===== src/rtl/hb_pkg.sv =====
package hb_pkg;

    // widest signed-digit vector any coefficient may need
    localparam int CSD_MAXD = 33;

    typedef enum logic [2:0] {
        ST_CLEAR,
        ST_IDLE,
        ST_RD_A,
        ST_RD_B,
        ST_DIGIT,
        ST_EMIT_F,
        ST_EMIT_D
    } hb_state_e;

    typedef struct packed {
        logic       sub;
        logic [5:0] shift;
    } hb_digit_t;

    // Non-adjacent (canonic) signed-digit recoding. Returns the positions of
    // the +1 digits (want_neg = 0) or of the -1 digits (want_neg = 1).
    function automatic logic [CSD_MAXD-1:0] csd_digits(input longint value, input bit want_neg);
        logic [CSD_MAXD-1:0] r;
        longint x;
        r = '0;
        x = value;
        for (int i = 0; i < CSD_MAXD; i++) begin
            if (x[0]) begin
                if (x[1]) begin
                    r[i] = want_neg;
                    x = x + 1;
                end else begin
                    r[i] = !want_neg;
                    x = x - 1;
                end
            end
            x = x >>> 1;
        end
        return r;
    endfunction

    // index of the lowest set bit, 0 when none is set
    function automatic int low_bit(input logic [CSD_MAXD-1:0] m);
        int k;
        k = 0;
        for (int i = CSD_MAXD - 1; i >= 0; i--) begin
            if (m[i]) k = i;
        end
        return k;
    endfunction

endpackage


===== src/rtl/hb_delay_ram.sv =====
module hb_delay_ram #(
    parameter int W     = 24,
    parameter int DEPTH = 6,
    parameter int AW    = 3
) (
    input  logic          clk,
    input  logic          we,
    input  logic [AW-1:0] addr,
    input  logic [W-1:0]  wdata,
    output logic [W-1:0]  rdata
);

    logic [W-1:0] mem [DEPTH];

    // one port: a cycle either writes or reads the addressed word
    always_ff @(posedge clk) begin
        if (we) mem[addr] <= wdata;
    end

    assign rdata = mem[addr];

endmodule


===== src/rtl/hb_addsub.sv =====
module hb_addsub #(
    parameter int W = 46
) (
    input  logic [W-1:0] a,
    input  logic [W-1:0] b,
    input  logic         sub,
    output logic [W-1:0] sum
);

    // the only adder of the stage; subtraction by inversion and carry-in
    assign sum = a + (sub ? ~b : b) + W'(sub);

endmodule


===== src/rtl/hb_ctrl.sv =====
module hb_ctrl
    import hb_pkg::*;
#(
    parameter int                      NPAIR  = 3,
    parameter int                      COEF_W = 16,
    parameter logic [NPAIR*COEF_W-1:0] COEFS  = '0,
    parameter int                      DEPTH  = 2 * NPAIR,
    parameter int                      AW     = 3
) (
    input  logic          clk,
    input  logic          rst,
    input  logic          in_valid,
    output logic          busy,
    output hb_state_e     state,
    output logic [AW-1:0] addr,
    output logic          we,
    output hb_digit_t     digit
);

    localparam int DIG = COEF_W + 1;
    localparam int PW  = (NPAIR > 1) ? $clog2(NPAIR) : 1;

    logic [DIG-1:0] mask_tab [NPAIR];
    logic [DIG-1:0] neg_tab  [NPAIR];

    for (genvar j = 0; j < NPAIR; j++) begin : g_csd
        localparam longint CJ = longint'($signed(COEFS[j*COEF_W +: COEF_W]));
        localparam logic [CSD_MAXD-1:0] POS_ALL = csd_digits(CJ, 1'b0);
        localparam logic [CSD_MAXD-1:0] NEG_ALL = csd_digits(CJ, 1'b1);
        assign mask_tab[j] = POS_ALL[DIG-1:0] | NEG_ALL[DIG-1:0];
        assign neg_tab[j]  = NEG_ALL[DIG-1:0];
    end

    logic [PW-1:0]  pair;
    logic [AW-1:0]  wp;
    logic [AW-1:0]  clr;
    logic [DIG-1:0] mask;
    int             lsb;
    logic           last_pair;

    // address of the sample k steps older than the newest one
    function automatic logic [AW-1:0] back(input logic [AW-1:0] p, input int k);
        int t;
        t = int'(p) - k;
        if (t < 0) t = t + DEPTH;
        return AW'(t);
    endfunction

    assign lsb       = low_bit(CSD_MAXD'(mask));
    assign last_pair = (int'(pair) == NPAIR - 1);
    assign busy      = (state != ST_IDLE);
    assign we        = (state == ST_CLEAR) || (state == ST_IDLE && in_valid);

    always_comb begin
        digit.shift = 6'(lsb);
        digit.sub   = neg_tab[pair][lsb];
    end

    always_comb begin
        case (state)
            ST_CLEAR:  addr = clr;
            ST_RD_A:   addr = back(wp, int'(pair));
            ST_RD_B:   addr = back(wp, 2 * NPAIR - 1 - int'(pair));
            ST_EMIT_D: addr = back(wp, NPAIR - 1);
            default:   addr = wp;
        endcase
    end

    always_ff @(posedge clk) begin
        if (rst) begin
            state <= ST_CLEAR;
            clr   <= '0;
            wp    <= '0;
            pair  <= '0;
            mask  <= '0;
        end else begin
            case (state)
                ST_CLEAR: begin
                    if (clr == AW'(DEPTH - 1)) state <= ST_IDLE;
                    else clr <= clr + AW'(1);
                end
                ST_IDLE: begin
                    if (in_valid) begin
                        pair  <= '0;
                        state <= ST_RD_A;
                    end
                end
                ST_RD_A: state <= ST_RD_B;
                ST_RD_B: begin
                    mask <= mask_tab[pair];
                    if (mask_tab[pair] != '0) state <= ST_DIGIT;
                    else if (last_pair) state <= ST_EMIT_F;
                    else begin
                        pair  <= pair + PW'(1);
                        state <= ST_RD_A;
                    end
                end
                ST_DIGIT: begin
                    mask <= mask & (mask - DIG'(1));
                    if ((mask & (mask - DIG'(1))) == '0) begin
                        if (last_pair) state <= ST_EMIT_F;
                        else begin
                            pair  <= pair + PW'(1);
                            state <= ST_RD_A;
                        end
                    end
                end
                ST_EMIT_F: state <= ST_EMIT_D;
                ST_EMIT_D: begin
                    wp    <= (wp == AW'(DEPTH - 1)) ? '0 : wp + AW'(1);
                    state <= ST_IDLE;
                end
                default: state <= ST_IDLE;
            endcase
        end
    end

    AST_ADDR_RANGE: assert property (@(posedge clk) disable iff (rst) int'(addr) < DEPTH);
    AST_DIGIT_NONEMPTY: assert property (@(posedge clk) disable iff (rst) (state == ST_DIGIT) |-> (mask != '0));
    AST_ACCEPT_BUSY: assert property (@(posedge clk) disable iff (rst) (state == ST_IDLE && in_valid) |=> busy);

endmodule


===== src/rtl/hb_interp_stage.sv =====
module hb_interp_stage
    import hb_pkg::*;
#(
    parameter int                      IN_W   = 24,
    parameter int                      OUT_W  = 24,
    parameter int                      COEF_W = 16,
    parameter int                      NPAIR  = 3,
    parameter logic [NPAIR*COEF_W-1:0] COEFS  = {16'd19200, 16'hF380, 16'd384}
) (
    input  logic             clk,
    input  logic             rst,
    input  logic             in_valid,
    input  logic [IN_W-1:0]  in_data,
    output logic             busy,
    output logic             out_valid,
    output logic             out_phase,
    output logic [OUT_W-1:0] out_data
);

    localparam int DEPTH = 2 * NPAIR;
    localparam int AW    = (DEPTH > 1) ? $clog2(DEPTH) : 1;
    localparam int DIG   = COEF_W + 1;
    localparam int FRAC  = COEF_W - 1;
    localparam int PS_W  = IN_W + 1;
    localparam int ACC_W = PS_W + DIG + $clog2(NPAIR + 1) + 2;

    localparam logic signed [ACC_W-1:0] ROUND_OFS = ACC_W'(1) << (FRAC - 1);
    localparam logic signed [ACC_W-1:0] OMAX      = (ACC_W'(1) << (OUT_W - 1)) - ACC_W'(1);
    localparam logic signed [ACC_W-1:0] OMIN      = -(ACC_W'(1) << (OUT_W - 1));

    hb_state_e        state;
    hb_digit_t        dig;
    logic [AW-1:0]    addr;
    logic             we;
    logic [IN_W-1:0]  wdata;
    logic [IN_W-1:0]  rdata;

    logic signed [ACC_W-1:0] acc;
    logic signed [PS_W-1:0]  pairsum;
    logic signed [ACC_W-1:0] rd_ext;
    logic signed [ACC_W-1:0] ps_ext;
    logic [ACC_W-1:0]        opa;
    logic [ACC_W-1:0]        opb;
    logic                    op_sub;
    logic [ACC_W-1:0]        sum;

    hb_ctrl #(
        .NPAIR (NPAIR),
        .COEF_W(COEF_W),
        .COEFS (COEFS),
        .DEPTH (DEPTH),
        .AW    (AW)
    ) u_ctrl (
        .clk     (clk),
        .rst     (rst),
        .in_valid(in_valid),
        .busy    (busy),
        .state   (state),
        .addr    (addr),
        .we      (we),
        .digit   (dig)
    );

    assign wdata = (state == ST_CLEAR) ? '0 : in_data;

    hb_delay_ram #(
        .W    (IN_W),
        .DEPTH(DEPTH),
        .AW   (AW)
    ) u_ram (
        .clk  (clk),
        .we   (we),
        .addr (addr),
        .wdata(wdata),
        .rdata(rdata)
    );

    assign rd_ext = ACC_W'($signed(rdata));
    assign ps_ext = ACC_W'(pairsum);

    // the two addend multiplexers in front of the shared adder
    always_comb begin
        case (state)
            ST_RD_A: begin
                opa    = '0;
                opb    = rd_ext;
                op_sub = 1'b0;
            end
            ST_RD_B: begin
                opa    = ps_ext;
                opb    = rd_ext;
                op_sub = 1'b0;
            end
            default: begin
                opa    = acc;
                opb    = ps_ext <<< dig.shift;
                op_sub = dig.sub;
            end
        endcase
    end

    hb_addsub #(.W(ACC_W)) u_add (
        .a  (opa),
        .b  (opb),
        .sub(op_sub),
        .sum(sum)
    );

    function automatic logic [OUT_W-1:0] clip(input logic signed [ACC_W-1:0] v);
        if (v > OMAX) return OMAX[OUT_W-1:0];
        if (v < OMIN) return OMIN[OUT_W-1:0];
        return v[OUT_W-1:0];
    endfunction

    always_ff @(posedge clk) begin
        if (rst) begin
            acc       <= '0;
            pairsum   <= '0;
            out_valid <= 1'b0;
            out_phase <= 1'b0;
            out_data  <= '0;
        end else begin
            out_valid <= 1'b0;
            case (state)
                ST_IDLE:  if (in_valid) acc <= ROUND_OFS;
                ST_RD_A,
                ST_RD_B:  pairsum <= sum[PS_W-1:0];
                ST_DIGIT: acc <= sum;
                ST_EMIT_F: begin
                    out_valid <= 1'b1;
                    out_phase <= 1'b0;
                    out_data  <= clip(acc >>> FRAC);
                end
                ST_EMIT_D: begin
                    out_valid <= 1'b1;
                    out_phase <= 1'b1;
                    out_data  <= clip(rd_ext);
                end
                default: ;
            endcase
        end
    end

    AST_NO_OVERFLOW: assert property (@(posedge clk) disable iff (rst)
        (state == ST_DIGIT && opa[ACC_W-1] == (opb[ACC_W-1] ^ op_sub)) |-> (sum[ACC_W-1] == opa[ACC_W-1]));
    AST_PHASE_PAIR: assert property (@(posedge clk) disable iff (rst)
        (out_valid && !out_phase) |=> (out_valid && out_phase));
    AST_DELAY_FREES: assert property (@(posedge clk) disable iff (rst)
        (out_valid && out_phase) |-> !busy);
    AST_RESET_QUIET: assert property (@(posedge clk) disable iff (rst)
        (state == ST_CLEAR) |-> (busy && !out_valid));

endmodule


===== config.mk =====
export PLATFORM = sky130hd
export DESIGN_NAME = hb_interp_stage
export DESIGN_NICKNAME = d
export VERILOG_FILES = /design/src/rtl/hb_pkg.sv /design/src/rtl/hb_delay_ram.sv /design/src/rtl/hb_addsub.sv /design/src/rtl/hb_ctrl.sv /design/src/rtl/hb_interp_stage.sv
export SDC_FILE = /design/constraint.sdc
export NUM_CORES = 1
export LEC_CHECK = 0
export BUFFER_PORTS_ARGS = -buffer_cell sky130_fd_sc_hd__buf_2
export CAP_MARGIN = 10
export CORE_ASPECT_RATIO = 0.75
export CORE_UTILIZATION = 30
export DETAILED_ROUTE_END_ITERATION = 10
export HOLD_SLACK_MARGIN = 0.03
export MAX_ROUTING_LAYER = met4
export PLACE_DENSITY = 0.55
export SYNTH_ARGS = -nofsm -noshare
export SYNTH_HDL_FRONTEND = slang
export SYNTH_SLANG_ARGS = --single-unit

===== constraint.sdc =====
create_clock -name clk -period 11.53 [get_ports clk]
set_input_delay 0 -clock clk [delete_from_list [all_inputs] [get_ports clk]]
set_output_delay 0 -clock clk [all_outputs]
set_load 0.01 [all_outputs]

==> results of run 1 <==
## synth_stat cells (5+ instances only)
| master | instances | area share [%] |
|---|---|---|
| dfxtp_1 | 124 | 15 |
| a21o_1 | 31 | 1.4 |
| buf_1 | 22 | 0.50 |
| a221oi_1 | 25 | 1.3 |
| mux2_2 | 6 | 0.41 |
| ha_1 | 56 | 4.2 |
| edfxtp_1 | 144 | 26 |
| nand2b_1 | 12 | 0.45 |
| o311a_1 | 6 | 0.36 |
| nor4_1 | 7 | 0.27 |
| buf_2 | 12 | 0.36 |
| or2_2 | 5 | 0.19 |
| nor3b_1 | 6 | 0.27 |
| o21a_1 | 35 | 1.6 |
| and3_1 | 12 | 0.45 |
| o211ai_1 | 6 | 0.27 |
| a21oi_1 | 165 | 5.0 |
| xor2_1 | 21 | 1.1 |
| or3_1 | 12 | 0.45 |
| nor2b_1 | 36 | 1.4 |
| nor3_1 | 17 | 0.51 |
| mux2i_1 | 115 | 7.0 |
| a31oi_1 | 30 | 1.1 |
| nand2_1 | 307 | 7.0 |
| o31ai_1 | 5 | 0.23 |
| a211o_1 | 8 | 0.42 |
| a211oi_1 | 46 | 2.1 |
| o21bai_1 | 13 | 0.59 |
| xnor2_1 | 53 | 2.8 |
| o21ai_0 | 92 | 2.8 |
| nor2_1 | 141 | 3.2 |
| inv_1 | 28 | 0.64 |
| nand3_1 | 43 | 1.3 |
| nand4_1 | 10 | 0.38 |
| and2_1 | 10 | 0.38 |
| a22o_1 | 7 | 0.37 |
| o22ai_1 | 13 | 0.49 |
| a22oi_1 | 19 | 0.86 |
| clkbuf_1 | 97 | 2.2 |
## kinds of logic (layout without fill, tap and decap cells)
family	Yosys count	count (layout)	synth area share (%)
xor+xnor	74	74	3.923
buf+inv	159	186	3.703
compound gates	546	546	21.72
flops	268	268	41.19
simple gates	634	634	17.18
fa+ha+maj	63	63	4.907
mux	121	121	7.375
## critical path, stage by stage, from the launching register on
cell	delay, ns
dfxtp_1	0.37
inv_1	0.11
ha_1	0.22
inv_1	0.07
fa_1	0.44
or4_1	0.51
a21oi_1	0.16
o22a_2	0.16
buf_4	0.67
mux2i_1	0.25
o21ai_0	0.84
nand3_1	0.26
fa_1	0.47
nor2b_1	0.17
o2111ai_1	0.16
a21o_1	0.29
a21oi_1	0.33
o211ai_1	0.25
a21oi_1	0.28
nor2_1	0.13
o21ba_2	0.24
o21ai_0	0.18
xnor2_1	0.14
o21ai_0	0.08
## layout make-up
cell class / instances / area [um^2]
fillers: 5625 / 35680
multi-input cells: 1438 / 9183
flip-flops and latches: 268 / 6808
well taps: 722 / 903.4
clock buffers: 36 / 782.0
repair buffers: 107 / 738.2
clock inverters: 15 / 245.2
inverters: 28 / 105.1
## per-layer routing
layer | part of all wire [%] | up-vias | routed length, um
met5 | 0 | - | 0
met4 | 2.0 | 0 | 1060
met3 | 6.9 | 60 | 3708
met2 | 42 | 414 | 22490
met1 | 49 | 6852 | 26630
li1 | - | 6804 | -
## registers in the layout, indices dropped and copies added (netlist names)
| name | count |
|---|---|
| acc | 46 |
| out_data | 24 |
| out_phase | 1 |
| out_valid | 1 |
| pairsum | 25 |
| u_ctrl.clr | 3 |
| u_ctrl.mask | 16 |
| u_ctrl.pair | 2 |
| u_ctrl.state | 3 |
| u_ctrl.wp | 3 |
| u_ram.mem | 144 |
## worst max path at each step
stage	to	slack (ns)	cells after the start
2_1_floorplan	acc[36]	5.82	26
3_3_place_gp	acc[44]	4.68	23
3_5_place_dp	acc[44]	4.59	23
4_1_cts	acc[44]	4.55	23
5_1_grt	acc[44]	4.10	23
6_report	acc[44]	4.54	23
## power by group
group	switching (mW)	leakage (nW)	internal, mW
clock network	0.408	0.496	0.614
logic	0.282	4.29	0.124
registers	0.0212	2.38	1.11
==> reports/metrics.yaml, run 1 <==
final_layout:
  final_cell_mix: "nand2_1, a21oi_1, edfxtp_1"
  nets: 1959
  layout_commonest_cell: "nand2_1"
  drive_gt1_share_pct: 9.461
  stdcell_count: 2614
  fin_area_um2: 18760
  utilization_pct: 34.47
  syn_to_final_growth_pct: 13.56
  diodes: 0
grt:
  antenna_found_initial: 1
  grt_pass1_wl_mm: 81.85
  globalRouteOverflowTotal: 0
  grt_max_degree: 64
  grt_busiest_layer: "met1"
  grt_util_met2_pct: 27.97
  use_met3_pct: 3.723
  grt.met1_usage_pct: 28.25
  grt_pass1_vias: 13070
  track_usage_pct: 19.48
timing:
  fin_tns_setup_ns: 0
  max_slew_margin_pct: 27.05
  setup_violations: 0
  whs_ns: 0.3990
  worst_pin_slew_ns: 1.092
  fmax_ghz: 0.1432
  drv_slew: 0
  min_period_ns: 6.986
  finalHoldViolations: 0
  period_share_pct: 60.59
  fin_skew_ns: 0.02863
  fin_ws_ns: 4.544
  rsz0062_at_grt: "false"
cts:
  cts-buffers-inserted: 29
  clk_latency_ns: 0.59
  cts.path.max_buffers: 3
  cts_tree: "yes"
  cts_sinks: 268
  clk_pin_slew_ns: 0.07
  cts_resized: 0
  post_cts_buffers: 0
  clockRootBuffer: "clkbuf_16"
  htreeDepth: 1
  postCtsHoldBufs: 26
floorplanning:
  die_area_um2: 56030
  die_w_um: 273.0
  ios: 54
  rows: 74
  coreArea_um2: 54440
  die_h_um: 205.2
  start_util_pct: 30.35
routing:
  dr.pass1.iters: 6
  drcViolationCount: 0
  vias_per_cell: 5.406
  drt-wirelength-per-cell_um: 20.61
  vias: 14130
  drt-initial-drc-count: 1273
  routed_wl_mm: 53.88
  detail-route-antenna-nets: 0
hold_path:
  min_to: "u_ram.mem[3][2]"
  hold_path_class: "in2reg"
  min-delay-start: "in_data[2]"
  whs_path_depth: 3
setup_path:
  reg2reg_depth: 23
  crit_type: "reg2reg"
  end_kind: "flip-flop"
  r2r_slack_ns: 4.54
  rr_startpoint: "u_ctrl.wp[0]"
  cp_max_fo: 49
  cp.required_ns: 11.95
  arrival_ns: 7.41
  crit_path_start: "u_ctrl.wp[0]"
  rr_endpoint: "acc[44]"
  startpoint_type: "flip-flop"
logic_synthesis:
  syn_nets: 1952
  synthCells: 1865
  synth_cell_types: 80
  ys_seq_area_share_pct: 41.19
  ys_seq_elements: 268
  netlist_area_um2: 16520
  postSynth.asyncResetShare_pct: 0
  yosysWarnings: 0
  synth_area_per_cell_um2: 8.860
  synth-edff-count: 144
  synthFlopType: "edfxtp_1"
pwr:
  finalPower_mw: 2.556
  leakage_nw: 7.163
  power_density_nw_per_um2: 136.2
  ir_worst_vdd_mv: 0.1024
placed_design:
  pre_cts_ws_ns: 4.594
  placed_area_um2: 17480
  dp_cells: 2537
  gp_congestion: 0.9862
  place.port_buffers: 53
  dpl.hpwl_mm: 38.61
flow_run:
  cap_violations: 0
run_status:
  status: "completed"
(Power assumes the default switching activity.)
==> run 2: changes to the inputs <==
- clock period: 11.53 -> 6.7 ns (I/O delays scaled with it)
==> reports/metrics.yaml, run 2 (synthesized netlist as in run 1, its figures left out) <==
pwr:
  p_comb_share_pct: 17.1  # +1.2 points
  ir_worst_vdd_mv: 0.1796  # +75%
  leakage_nw: 7.361  # +2.8%
  power_density_nw_per_um2: 228.6  # +68%
  clkPwrFrac_pct: 38.4  # -1.6 points
  sw_frac_of_total_pct: 28.23  # +0.41 points
  switchingPower_mw: 1.234  # +74%
  internal_power_mw: 3.138  # +70%
  seqPwrFrac_pct: 44.4  # +0.3 points
floorplanning:
  die_area_um2: 56030  # unchanged
  start_util_pct: 30.35  # unchanged
  die_h_um: 205.2  # unchanged
  ios: 54  # unchanged
  coreArea_um2: 54440  # unchanged
  rows: 74  # unchanged
  die_w_um: 273.0  # unchanged
timing:
  fin_ws_ns: 0.3895  # -4.155 ns
  period_share_pct: 94.19  # +34 points
  fin_skew_ns: 0.01953  # -0.009108 ns
  fin_tns_setup_ns: 0  # unchanged
  setup_violations: 0  # unchanged
  worst_pin_slew_ns: 0.9828  # -0.1087 ns
  max_slew_margin_pct: 34.32  # +7.3 points
  finalHoldViolations: 0  # unchanged
  fmax_ghz: 0.1585  # +11%
  drv_slew: 0  # unchanged
  rsz0062_at_grt: "true"
  min_period_ns: 6.310  # -0.6751 ns
final_layout:
  largest_reg_flops: 144  # unchanged
  final_cell_mix: "nand2_1, a21oi_1, edfxtp_1"
  layout_commonest_cell: "nand2_1"
  nFillCells: 5536  # -1.6%
  drive_gt1_share_pct: 11.69  # +2.2 points
  utilization_pct: 35.12  # +0.66 points
  syn_to_final_growth_pct: 15.73
  top_regs: "u_ram.mem: 144 flops, acc: 46 flops, pairsum: 25 flops"
  regArea_um2: 6808  # unchanged
  multiInputGateArea_um2: 9234  # +0.56%
  regMostFlops: "u_ram.mem"
  diodes: 0  # unchanged
  nets: 1999  # +2.0%
hold_path:
  whs_path_depth: 3  # unchanged
  min_to: "u_ram.mem[4][1]"
  hold_path_class: "in2reg"
  min-delay-start: "in_data[1]"
cts:
  cts_sinks: 268  # unchanged
  cts_tree: "yes"
  clockRootBuffer: "clkbuf_16"
  clk_pin_slew_ns: 0.07  # about the same
  clk_latency_ns: 0.58  # about the same
  cts-buffers-inserted: 28  # -3.4%
  htreeDepth: 1  # unchanged
  cts.path.max_buffers: 3  # unchanged
placed_design:
  dpl.hpwl_mm: 39.93  # +3.4%
  place.port_buffers: 53  # unchanged
  pre_cts_ws_ns: 0.1579  # -4.436 ns
  gp_congestion: 1.015  # +2.9%
setup_path:
  cp_max_fo: 18  # -63%
  r2r_slack_ns: 0.39  # -4.15 ns
  rr_startpoint: "u_ctrl.pair[0]"
  startpoint_type: "flip-flop"
  arrival_ns: 6.77  # -0.64 ns
  end_kind: "flip-flop"
  rr_endpoint: "acc[44]"
  crit_type: "reg2reg"
  reg2reg_depth: 25  # +8.7%
  cp.required_ns: 7.15  # -4.80 ns
routing:
  drcViolationCount: 0  # unchanged
  vias_per_cell: 5.435  # +0.54%
  dr.pass1.iters: 6  # unchanged
  detail-route-antenna-nets: 0  # unchanged
  routed_wl_mm: 55.51  # +3.0%
  highest_layer: "met4"
  met2_length_mm: 23.40  # +4.1%
  vias: 14430  # +2.1%
  met3RoutedLength_mm: 4.010  # +8.1%
  drt-wirelength-per-cell_um: 20.91  # +1.4%
  drt-initial-drc-count: 1573  # +24%
  drt-met1-wl_mm: 27.32  # +2.6%
grt:
  grt_pass1_wl_mm: 84.46  # +3.2%
  grt_pass1_vias: 13530  # +3.6%
  grt_max_degree: 51  # -20%
  antenna_found_initial: 1  # unchanged
  globalRouteOverflowTotal: 0  # unchanged
  track_usage_pct: 20.09  # +0.61 points
run_status:
  status: "completed"
flow_run:
  cap_violations: 0  # unchanged
run 2: changes by cell type in the layout (fill, tap and decap cells not counted), sizes merged:
| cell | before | now |
|---|---|---|
| buf | 81 | 122 |
| clkinvlp | 2 | 6 |
| clkbuf | 36 | 33 |
| clkinv | 5 | 7 |
| inv | 30 | 28 |
| bufinv | 6 | 5 |
run 2: area by class of cell:
class,count,area share (%)
Clock inverter,18,1.165
Tap cell,722,4.724
Multi-Input combinational cell,1438,48.29
Timing Repair Buffer,148,5.797
Inverter,28,0.5496
Clock buffer,33,3.874
Sequential cell,268,35.60
run 2: worst max path at each step:
stage	from	end	slack, ns
2_1_floorplan	u_ctrl.wp[0]	acc[36]	0.99
5_1_grt	u_ctrl.wp[0]	acc[44]	0.006
6_report	u_ctrl.pair[0]	acc[44]	0.39
3_3_place_gp	u_ctrl.wp[0]	acc[38]	0.22
4_1_cts	u_ctrl.pair[0]	acc[36]	0.12
3_5_place_dp	u_ctrl.pair[0]	acc[36]	0.16
run 2: metal layers:
layer  global-route usage (%)  vias to the layer above
met5                        -                        -
met4                    3.352                        0
met3                    3.956                       59
met2                    28.70                      449
met1                    29.40                     7035
li1                         -                     6886
run 2: what timing repair did:
item                                   CTS  global route
gates resized for setup                  0             9
hold buffers                            26             0
endpoints found under the hold margin  189             0
setup endpoints to repair                0            15
setup buffers                            0             0
run 2: power by group through the flow:
stage,clock (mW),combinational (mW),sequential [mW]
3_3_place_gp,0,0.731,1.97
6_report,1.68,0.749,1.94
4_1_cts,1.71,0.753,1.94
2_1_floorplan,0,0.442,1.97
5_1_grt,1.78,0.811,1.95
3_5_place_dp,0,0.738,1.98
run 2: critical path: stages (launching register included):
cell      delay [ns]
dfxtp_1         0.46
ha_1            0.23
inv_1           0.06
fa_1            0.47
or4_1           0.51
a21oi_1         0.19
o22a_4          0.30
buf_12          0.22
buf_4           0.22
mux2i_1         0.20
a211oi_1        0.08
a21oi_1         0.20
o22ai_1         0.14
xnor2_1         0.36
ha_1            0.37
o21a_1          0.16
o21ai_0         0.12
a211o_1         0.34
a21oi_2         0.21
o211ai_1        0.21
a21oi_1         0.30
nor2_1          0.13
o21ba_2         0.24
o21ai_0         0.20
xnor2_1         0.15
o21ai_0         0.09
run 2: per-stage QoR:
step           hold WS (ns)  std cells  total power, mW  instance area (um^2)
2_1_floorplan        0.2342       1865            2.414                 16520
3_3_place_gp         0.3979       2578            2.706                 17850
3_5_place_dp         0.3944       2578            2.716                 17850
4_1_cts              0.4081       2655            4.404                 19070
5_1_grt              0.4308       2655            4.544                 19120
6_report             0.4393       2655            4.372                 19120
==> run 3: changes to the inputs <==
- CORE_ASPECT_RATIO: 0.75 -> not set
- SLEW_MARGIN: not set -> 10
==> reports/metrics.yaml, run 3 (synthesized netlist as in run 1, its figures left out) <==
run_status:
  status: "completed"
final_layout:
  stdcell_count: 2655  # unchanged
  multiInputGateArea_um2: 9230  # about the same
  regArea_um2: 6808  # unchanged
  syn_to_final_growth_pct: 16.52
  layout_commonest_cell: "nand2_1"
  regMostFlops: "u_ram.mem"
  nets: 2021  # +1.1%
  utilization_pct: 35.57  # +0.44 points
  nFillCells: 5508  # -0.51%
  fin_area_um2: 19250  # +0.69%
  diodes: 0  # unchanged
  final_cell_mix: "nand2_1, a21oi_1, edfxtp_1"
  top_regs: "u_ram.mem: 144 flops, acc: 46 flops, pairsum: 25 flops"
  drive_gt1_share_pct: 12.91  # +1.2 points
  largest_reg_flops: 144  # unchanged
placed_design:
  gp_congestion: 0.9405  # -7.3%
  placed_area_um2: 17830  # about the same
  dpl.hpwl_mm: 40.16  # +0.59%
  dp_cells: 2562  # -0.62%
  place.port_buffers: 53  # unchanged
timing:
  fmax_ghz: 0.1559  # -1.6%
  drv_slew: 0  # unchanged
  min_period_ns: 6.416  # +0.1057 ns
  period_share_pct: 95.76  # +1.6 points
  fin_tns_setup_ns: 0  # unchanged
  max_slew_margin_pct: 33.61  # -0.71 points
  setup_violations: 0  # unchanged
  whs_ns: 0.3856  # -0.05372 ns
  finalHoldViolations: 0  # unchanged
  worst_pin_slew_ns: 0.9924  # +0.009540 ns
  fin_skew_ns: 0.01538  # -0.004146 ns
pwr:
  leakage_nw: 7.501  # +1.9%
  ir_worst_vdd_mv: 0.1924  # +7.1%
  power_density_nw_per_um2: 235.5  # +3.0%
hold_path:
  hold_path_class: "in2reg"
  whs_path_depth: 4  # +1
setup_path:
  slowest_delay_ns: 0.51  # about the same
  critical_path_cell_count: 23  # -8.0%
  cp.required_ns: 7.12  # -0.03 ns
  critPathTopFamily: "compound AO/OA/AOI/OAI gates"
  startpoint_type: "flip-flop"
  crit_buf_inv: 2  # -1
  cp_max_fo: 14  # -4
  reg2reg_depth: 23  # -8.0%
  end_kind: "flip-flop"
  crit_type: "reg2reg"
  slowest_stage: "or4_1"
  crit_top_cell: "a21oi_1"
  arrival_ns: 6.83  # +0.06 ns
  worstPathCellList: "ha_1 > inv_1 > fa_1 > or4_1 > a21oi_1 > o22a_4 > buf_4 > mux2i_1 > nand2_1 > a31oi_1 > o22ai_1 > xnor2_1 > ha_1 > and3_1 > a221oi_1 > and3_1 > a21oi_1 > o211ai_1 > a21oi_2 > or3_1 > a21oi_1 > xor2_1 > o21ai_0"
cts:
  cts-buffers-inserted: 31  # +11%
  htreeDepth: 1  # unchanged
  clk_latency_ns: 0.59  # about the same
  cts_tree: "yes"
  cts_sinks: 268  # unchanged
  clk_pin_slew_ns: 0.07  # about the same
  clockRootBuffer: "clkbuf_16"
  cts.path.max_buffers: 3  # unchanged
flow_run:
  cap_violations: 0  # unchanged
grt:
  track_usage_pct: 20.29  # +0.19 points
  grt_pass1_vias: 14120  # +4.3%
  grt_max_degree: 71  # +39%
  globalRouteOverflowTotal: 0  # unchanged
  antenna_found_initial: 0  # -1
  grt_pass1_wl_mm: 85.90  # +1.7%
floorplanning:
  die_area_um2: 56020  # about the same
  ios: 54  # unchanged
  die_h_um: 236.7  # +15%
  start_util_pct: 30.52  # +0.17 points
  die_w_um: 236.7  # -13%
  coreArea_um2: 54130  # -0.57%
  rows: 85  # +15%
routing:
  dr.pass1.iters: 5  # -1
  drt-initial-drc-count: 1035  # -34%
  drcViolationCount: 0  # unchanged
  drt-wirelength-per-cell_um: 20.97  # +0.31%
  vias_per_cell: 5.426  # -0.16%
  routed_wl_mm: 55.68  # +0.31%
  vias: 14410  # -0.16%
  detail-route-antenna-nets: 0  # unchanged
run 3: final timing paths:
path	startpoint	to	slack, ns
worst min register to register	acc[9]	acc[9]	0.46
worst max-delay path	u_ctrl.pair[0]	acc[36]	0.28
worst min-delay path	in_valid	u_ctrl.state[1]	0.39
worst max register to register	u_ctrl.pair[0]	acc[36]	0.28
run 3: where the power goes:
part	internal [mW]	switching, mW	leakage, nW
Sequential	1.90	0.0395	2.38
Combinational	0.301	0.545	4.62
Clock	0.996	0.749	0.508
run 3: layer usage:
layer | global-route usage, % | vias up | part of all wire (%)
met4 | 8.737 | 0 | 4.5
met5 | - | - | 0
met3 | 2.227 | 103 | 4.7
met2 | 32.24 | 400 | 46
li1 | - | 6920 | -
met1 | 26.11 | 6983 | 45
run 3: what timing repair did:
item | 4_1_cts | 5_1_grt
setup buffers | 0 | 9
hold buffers | 26 | 0
pin swaps | 0 | 1
gates resized for setup | 1 | 9
hold endpoints to repair | 187 | 0
endpoints found under the setup margin | 1 | 11
run 3: metrics by stage:
step / power [mW] / worst slack (ns)
after global placement: 2.769 / 0.1645
after floorplan: 2.414 / 0.9917
after CTS: 4.546 / 0.1733
after detailed placement: 2.777 / 0.04721
final: 4.535 / 0.2838
after global routing: 4.712 / -0.01127
run 3: worst min-delay path, cell delays in order:
cell	delay, ns
dlygate4sd3_1	0.52
buf_2	0.16
o21ai_0	0.14
nor2_1	0.11
run 3: layout make-up:
type | count | share of cell area [%]
Timing Repair Buffer | 167 | 6.213
Multi-Input combinational cell | 1438 | 47.94
Tap cell | 696 | 4.523
Inverter | 28 | 0.5459
Clock buffer | 35 | 4.211
Sequential cell | 268 | 35.36
Clock inverter | 23 | 1.209
